<file path="src/rtl/adpcm_pkg.sv">
package adpcm_pkg;

    localparam int SAMPLE_W   = 16;
    localparam int COEF_W     = 16;
    localparam int FRAC_BITS  = 11;
    localparam int CODE_W     = 4;
    localparam int NUM_PAIRS  = 8;
    localparam int DATA_BYTES = 7;

    typedef enum logic [1:0] {
        ST_HEADER  = 2'd0,
        ST_FETCH   = 2'd1,
        ST_EMIT_HI = 2'd2,
        ST_EMIT_LO = 2'd3
    } dec_state_e;

    typedef struct packed {
        logic [3:0] index;
        logic [3:0] scale;
    } frame_hdr_t;

endpackage

</file>
<file path="src/rtl/adpcm_coef_bank.sv">
module adpcm_coef_bank #(
    parameter int PAIRS  = 8,
    parameter int COEF_W = 16,
    parameter int ADDR_W = $clog2(2 * PAIRS),
    parameter int SEL_W  = $clog2(PAIRS)
) (
    input  logic                     clk,
    input  logic                     rst_n,
    input  logic                     we,
    input  logic [ADDR_W-1:0]        waddr,
    input  logic signed [COEF_W-1:0] wdata,
    input  logic [SEL_W-1:0]         sel,
    output logic signed [COEF_W-1:0] c1,
    output logic signed [COEF_W-1:0] c2
);
    localparam int ENTRIES = 2 * PAIRS;

    logic signed [COEF_W-1:0] regs [ENTRIES];

    for (genvar g = 0; g < ENTRIES; g++) begin : g_entry
        always_ff @(posedge clk or negedge rst_n) begin
            if (!rst_n) begin
                regs[g] <= '0;
            end else if (we && (waddr == ADDR_W'(g))) begin
                regs[g] <= wdata;
            end
        end
    end

    always_comb begin
        c1 = regs[{sel, 1'b0}];
        c2 = regs[{sel, 1'b1}];
    end

endmodule

</file>
<file path="src/rtl/adpcm_predictor.sv">
module adpcm_predictor #(
    parameter int SAMPLE_W  = 16,
    parameter int COEF_W    = 16,
    parameter int FRAC_BITS = 11,
    parameter int CODE_W    = 4
) (
    input  logic [CODE_W-1:0]          code,
    input  logic [3:0]                 scale,
    input  logic signed [COEF_W-1:0]   c1,
    input  logic signed [COEF_W-1:0]   c2,
    input  logic signed [SAMPLE_W-1:0] h1,
    input  logic signed [SAMPLE_W-1:0] h2,
    input  logic                       force_zero,
    output logic signed [SAMPLE_W-1:0] sample
);
    localparam int ACC_W = COEF_W + SAMPLE_W + 8;
    localparam logic signed [ACC_W-1:0] ROUND = ACC_W'(2 ** (FRAC_BITS - 1));
    localparam logic signed [ACC_W-1:0] MAXV  = ACC_W'(2 ** (SAMPLE_W - 1) - 1);
    localparam logic signed [ACC_W-1:0] MINV  = -MAXV - ACC_W'(1);

    logic signed [ACC_W-1:0] code_term;
    logic signed [ACC_W-1:0] prod1;
    logic signed [ACC_W-1:0] prod2;
    logic signed [ACC_W-1:0] acc;
    logic signed [ACC_W-1:0] scaled;

    always_comb begin
        code_term = ACC_W'($signed(code)) <<< (32'(scale) + FRAC_BITS);
        prod1     = ACC_W'(c1) * ACC_W'(h1);
        prod2     = ACC_W'(c2) * ACC_W'(h2);
        acc       = code_term + prod1 + prod2 + ROUND;
        scaled    = acc >>> FRAC_BITS;
        if (force_zero) begin
            sample = '0;
        end else if (scaled > MAXV) begin
            sample = SAMPLE_W'(MAXV);
        end else if (scaled < MINV) begin
            sample = SAMPLE_W'(MINV);
        end else begin
            sample = SAMPLE_W'(scaled);
        end
    end

endmodule

</file>
<file path="src/rtl/adpcm_dec.sv">
module adpcm_dec
    import adpcm_pkg::*;
#(
    parameter int SAMPLE_W   = adpcm_pkg::SAMPLE_W,
    parameter int COEF_W     = adpcm_pkg::COEF_W,
    parameter int PAIRS      = adpcm_pkg::NUM_PAIRS,
    parameter int DATA_BYTES = adpcm_pkg::DATA_BYTES,
    parameter int CA_W       = $clog2(2 * PAIRS)
) (
    input  logic                       clk,
    input  logic                       rst_n,
    input  logic                       coef_we,
    input  logic [CA_W-1:0]            coef_addr,
    input  logic signed [COEF_W-1:0]   coef_wdata,
    input  logic                       hist_load,
    input  logic signed [SAMPLE_W-1:0] hist_h1_in,
    input  logic signed [SAMPLE_W-1:0] hist_h2_in,
    input  logic                       in_valid,
    output logic                       in_ready,
    input  logic [7:0]                 in_byte,
    output logic                       out_valid,
    input  logic                       out_ready,
    output logic signed [SAMPLE_W-1:0] out_sample
);
    localparam int SEL_W = $clog2(PAIRS);
    localparam int CNT_W = $clog2(DATA_BYTES);

    dec_state_e                 state_q, state_d;
    frame_hdr_t                 hdr_q;
    logic [7:0]                 byte_q;
    logic [CNT_W-1:0]           cnt_q;
    logic signed [SAMPLE_W-1:0] h1_q, h2_q;

    logic                       in_fire, out_fire;
    logic                       last_byte;
    logic                       bad_index;
    logic [CODE_W-1:0]          code;
    logic signed [COEF_W-1:0]   c1, c2;
    logic signed [SAMPLE_W-1:0] pred_sample;

    assign in_fire   = in_valid && in_ready;
    assign out_fire  = out_valid && out_ready;
    assign last_byte = (cnt_q == CNT_W'(DATA_BYTES - 1));
    assign bad_index = (int'(hdr_q.index) >= PAIRS);

    // state register
    always_ff @(posedge clk or negedge rst_n) begin
        if (!rst_n) begin
            state_q <= ST_HEADER;
        end else begin
            state_q <= state_d;
        end
    end

    // next state
    always_comb begin
        state_d = state_q;
        unique case (state_q)
            ST_HEADER:  if (in_valid)  state_d = ST_FETCH;
            ST_FETCH:   if (in_valid)  state_d = ST_EMIT_HI;
            ST_EMIT_HI: if (out_ready) state_d = ST_EMIT_LO;
            ST_EMIT_LO: if (out_ready) state_d = last_byte ? ST_HEADER : ST_FETCH;
            default:                   state_d = ST_HEADER;
        endcase
    end

    // outputs decoded from state
    always_comb begin
        in_ready  = 1'b0;
        out_valid = 1'b0;
        code      = byte_q[7:4];
        unique case (state_q)
            ST_HEADER:  in_ready = 1'b1;
            ST_FETCH:   in_ready = 1'b1;
            ST_EMIT_HI: begin
                out_valid = 1'b1;
                code      = byte_q[7:4];
            end
            ST_EMIT_LO: begin
                out_valid = 1'b1;
                code      = byte_q[3:0];
            end
            default: begin
                in_ready  = 1'b0;
                out_valid = 1'b0;
            end
        endcase
    end

    // frame bookkeeping
    always_ff @(posedge clk or negedge rst_n) begin
        if (!rst_n) begin
            hdr_q  <= '0;
            byte_q <= '0;
            cnt_q  <= '0;
        end else begin
            if (in_fire && state_q == ST_HEADER) begin
                hdr_q <= frame_hdr_t'(in_byte);
                cnt_q <= '0;
            end
            if (in_fire && state_q == ST_FETCH) begin
                byte_q <= in_byte;
            end
            if (out_fire && state_q == ST_EMIT_LO && !last_byte) begin
                cnt_q <= cnt_q + CNT_W'(1);
            end
        end
    end

    // prediction history
    always_ff @(posedge clk or negedge rst_n) begin
        if (!rst_n) begin
            h1_q <= '0;
            h2_q <= '0;
        end else if (hist_load) begin
            h1_q <= hist_h1_in;
            h2_q <= hist_h2_in;
        end else if (out_fire) begin
            h2_q <= h1_q;
            h1_q <= pred_sample;
        end
    end

    adpcm_coef_bank #(
        .PAIRS  (PAIRS),
        .COEF_W (COEF_W),
        .ADDR_W (CA_W),
        .SEL_W  (SEL_W)
    ) u_coef (
        .clk   (clk),
        .rst_n (rst_n),
        .we    (coef_we),
        .waddr (coef_addr),
        .wdata (coef_wdata),
        .sel   (hdr_q.index[SEL_W-1:0]),
        .c1    (c1),
        .c2    (c2)
    );

    adpcm_predictor #(
        .SAMPLE_W  (SAMPLE_W),
        .COEF_W    (COEF_W),
        .FRAC_BITS (FRAC_BITS),
        .CODE_W    (CODE_W)
    ) u_pred (
        .code       (code),
        .scale      (hdr_q.scale),
        .c1         (c1),
        .c2         (c2),
        .h1         (h1_q),
        .h2         (h2_q),
        .force_zero (bad_index),
        .sample     (pred_sample)
    );

    assign out_sample = pred_sample;

endmodule

</file>
<file path="config.mk">
export PLATFORM = sky130hd
export DESIGN_NAME = adpcm_dec
export DESIGN_NICKNAME = d
export VERILOG_FILES = /design/src/rtl/adpcm_pkg.sv /design/src/rtl/adpcm_coef_bank.sv /design/src/rtl/adpcm_predictor.sv /design/src/rtl/adpcm_dec.sv
export SDC_FILE = /design/constraint.sdc
export NUM_CORES = 2
export LEC_CHECK = 0
export BUFFER_PORTS_ARGS = -buffer_cell sky130_fd_sc_hd__buf_2
export CAP_MARGIN = 20
export CORE_MARGIN = 3
export CORE_UTILIZATION = 45
export DETAILED_ROUTE_END_ITERATION = 8
export PLACE_DENSITY_LB_ADDON = 0.3
export SLEW_MARGIN = 0
export SYNTH_ARGS = -nofsm -noshare
export SYNTH_HDL_FRONTEND = slang
export SYNTH_SLANG_ARGS = --single-unit
</file>
<file path="constraint.sdc">
create_clock -name clk -period 18 [get_ports clk]
set_input_delay 0.9 -clock clk [delete_from_list [all_inputs] [get_ports clk]]
set_output_delay 0.9 -clock clk [all_outputs]
set_load 0.005 [all_outputs]
</file>
==> flow_metrics.py <==
metrics = {
    "final_layout": {
        "seqCellArea_um2": 7740,
        "multi_input_area_um2": 26200,
        "area.growth.synth_to_final_pct": 7.42,
        "most_frequent_cells_in_the_layout": "inv_1, fa_1, nand2_1, dfrtp_1, mux2_2",
        "n_fill_cell": 7415,
        "layout.cells.most_common": "inv_1",
        "final_area_um2": 39700,
        "fin_util_pct": 49.1,
        "post_route_cells_drive_above_1_share_pct": 16.0,
        "finish.net_count": 4420,
    },
    "floorplan": {
        "dieArea_um2": 85700,
        "core_um2": 80900,
        "num_rows": 104,
        "chipWidth_um": 293,
        "start_util_pct": 45.7,
        "boundaryPins": 84,
        "die_height_um": 293,
    },
    "synthesis": {
        "yosysTopAreaCellShare_pct": 30.2,
        "synth_edf_count": 0,
        "synth-async-reset-ratio_pct": 100,
        "synth.cell_area_um2": 37000,
        "syn_avg_cell_area_um2": 10.4,
        "synthesis.yosys.warnings": 0,
        "yosysUniqueCellTypes": 70,
        "postSynthRegisterBits": 309,
        "syn_inst": 3552,
        "synth.yosys.seq_area_share_pct": 20.9,
        "yosysTopAreaCell": "fa_1",
        "biggest_area_contributors_in_the_synthesized_netlist": "fa_1, dfrtp_1, mux2_2",
        "synth-main-ff-cell": "dfrtp_1",
    },
    "worst_setup_path": {
        "worstPathRequired_ns": 17.10,
        "crit_top_cell": "fa_1",
        "worst-setup-path-type": "flop to output pin",
        "critical_r2r_capture": "h1_q[13]",
        "r2r.worst_path.cells": 43,
        "end_kind": "output pin",
        "critical_path.max_stage_delay_ns": 0.76,
        "crit_path_launch_type": "flop",
        "critical_register_to_register_path_startpoint": "hdr_q[4]",
        "cpMaxStageDelayCell": "dfrtp_4",
        "cp_data_arrival_time_ns": 13.95,
        "rrSetupSlack_ns": 4.13,
        "crit_fanout": 39,
    },
    "global_route": {
        "first_global_vias": 26920,
        "globalRoute.totalOverflow": 0,
        "grt_first_pass_wirelength_um": 152000,
        "grt_antenna_before_repair": 3,
        "most_crowded_layer_gr": "met2",
        "grt.met1_usage_pct": 30.8,
        "groute.usage.overall_pct": 22.6,
        "grtUsageMet3_pct": 2.83,
        "maximum_number_of_pins_on_one_net_before_global_route_repair": 120,
        "globalRouteMet2Util_pct": 38.4,
    },
    "placement": {
        "placed_cell_areas_um2": 38500,
        "gp_routability_congestion": 0.880,
        "placement.io_buffers": 83,
        "detailed_place_hpwl_um": 71200,
    },
    "detailed_routing": {
        "number_of_nets_still_failing_antenna_checks_after_routing": 0,
        "detailedRoute.firstIterationViolations": 1591,
        "drt-total-wl_um": 93100,
        "vias": 24984,
        "avgViaCountPerCell": 5.38,
        "drt_pre_antenna_iters": 5,
        "remaining_drc_errors": 0,
        "wl_per_cell_um": 20.0,
    },
    "clock_network": {
        "cts_setup_buffers": 0,
        "hold_buffers": 0,
        "cts_resized": 0,
        "clkSlewWorstSetupHoldPaths_ns": 0.06,
        "htreeDepth": 2,
        "clk-insertion-delay-late_ns": 0.59,
        "cts_buffers": 37,
        "cts_buffer_depth": 3,
        "cts.sinks": 309,
        "cts_tree": "built",
        "clock_tree.root_cell": "clkbuf_16",
    },
    "sta": {
        "finClkSkew_ns": 0.0440,
        "final_period_utilization_pct": 82.5,
        "worst_hold_slack_ns": 0.397,
        "setup-violations-final": 0,
        "period_minus_slack_ns": 14.85,
        "max_freq_mhz": 67.4,
        "tns_ns": 0,
        "worst_slew_pin_slew_ns": 1.11,
        "final_hold_vio_count": 0,
        "report.final.slew_viol_count": 0,
        "unrepaired_setup_endpoints_after_global_routing": "no",
        "max-slew-margin-rel_pct": 25.4,
    },
    "job": {
        "maxCapViolations": 0,
    },
    "min_path": {
        "worst_hold_path_type": "primary input to async pin",
    },
    "status": {
        "run_status": "complete, no violations",
    },
}
## routing by layer
layer  vias to the layer above  share of wire, %
met2                       587                49
li1                      11230                 -
met1                     13045                44
met5                         -            0.0075
met4                         2               2.7
met3                       120               4.9
## cells in the mapped netlist (all sizes together) (4+ instances only)
master,number
or3,12
nor3,23
a21oi,97
xnor2,64
nand3,21
nand2b,44
o21a,18
o31a,5
buf,15
a21o,23
o31ai,6
and4,4
o211ai,6
nand2,310
dfrtp,309
mux2,300
nand4,5
and2,176
clkbuf,134
nor3b,4
nor2,126
o21ai,98
mux4,64
mux2i,29
nor2b,75
a31oi,14
inv,657
fa,558
ha,240
or2,12
nand3b,4
o21bai,6
and3b,15
xor2,22
and3,15
## worst max path at each step
stage / startpoint / endpoint / slack (ns) / depth (start not counted)
finish: hdr_q[4] / out_sample[14] / 3.15 / 45
global route: hdr_q[4] / out_sample[9] / 2.21 / 45
CTS: hdr_q[4] / out_sample[14] / 3.08 / 45
detailed placement: hdr_q[4] / out_sample[8] / 3.73 / 45
global placement: hdr_q[4] / out_sample[10] / 3.90 / 45
floorplan: hdr_q[4] / out_sample[9] / 5.48 / 44
## critical path, delay by kind of cell, from the launching register on
kind	cells	cell delay [ns]
buffers and inverters	8	1.47
AND/OR/NAND/NOR	15	3.11
multiplexers	2	1.04
adder cells (fa/ha/maj)	10	4.37
flip-flops	1	0.76
XOR/XNOR	1	0.23
AO/OA/AOI/OAI	9	2.32
## flip-flops by register name (all words and copies together) (netlist names)
name	cells
cnt_q	3
byte_q	8
u_coef.regs	256
h2_q	16
state_q	2
h1_q	16
hdr_q	8
## area by class of cell
cell class	instances	area share (%)
inverter	657	6.21
clock inverter	15	0.529
antenna	1	0.00630
multi-input combinational	2439	66.1
sequential	309	19.5
timing repair buffer	112	1.75
tap	1060	3.34
clock buffer	51	2.64
## cell families (layout without fill, tap and decap cells)
| logic type | after synthesis | in the layout | synth area share (%) |
|---|---|---|---|
| AO/OA/AOI/OAI | 307 | 307 | 5.03 |
| flip-flops | 309 | 309 | 20.9 |
| multiplexers | 393 | 393 | 13.8 |
| XOR/XNOR | 86 | 86 | 2.04 |
| other | 1 | 4 | 0.0101 |
| AND/OR/NAND/NOR | 852 | 852 | 11.7 |
| buffers and inverters | 806 | 835 | 8.20 |
| adder cells (fa/ha/maj) | 798 | 798 | 38.3 |
## through the flow
| step | cells | setup slack, ns |
|---|---|---|
| 2_1_floorplan | 3554 | 5.48 |
| 3_3_place_gp | 4573 | 3.90 |
| 3_5_place_dp | 4576 | 3.73 |
| 4_1_cts | 4642 | 3.08 |
| 5_1_grt | 4643 | 2.21 |
| 6_report | 4644 | 3.15 |
Power is left out: the tool's default activity adds up to more than one toggle a clock period on the data nets, which glitch-free logic cannot reach.
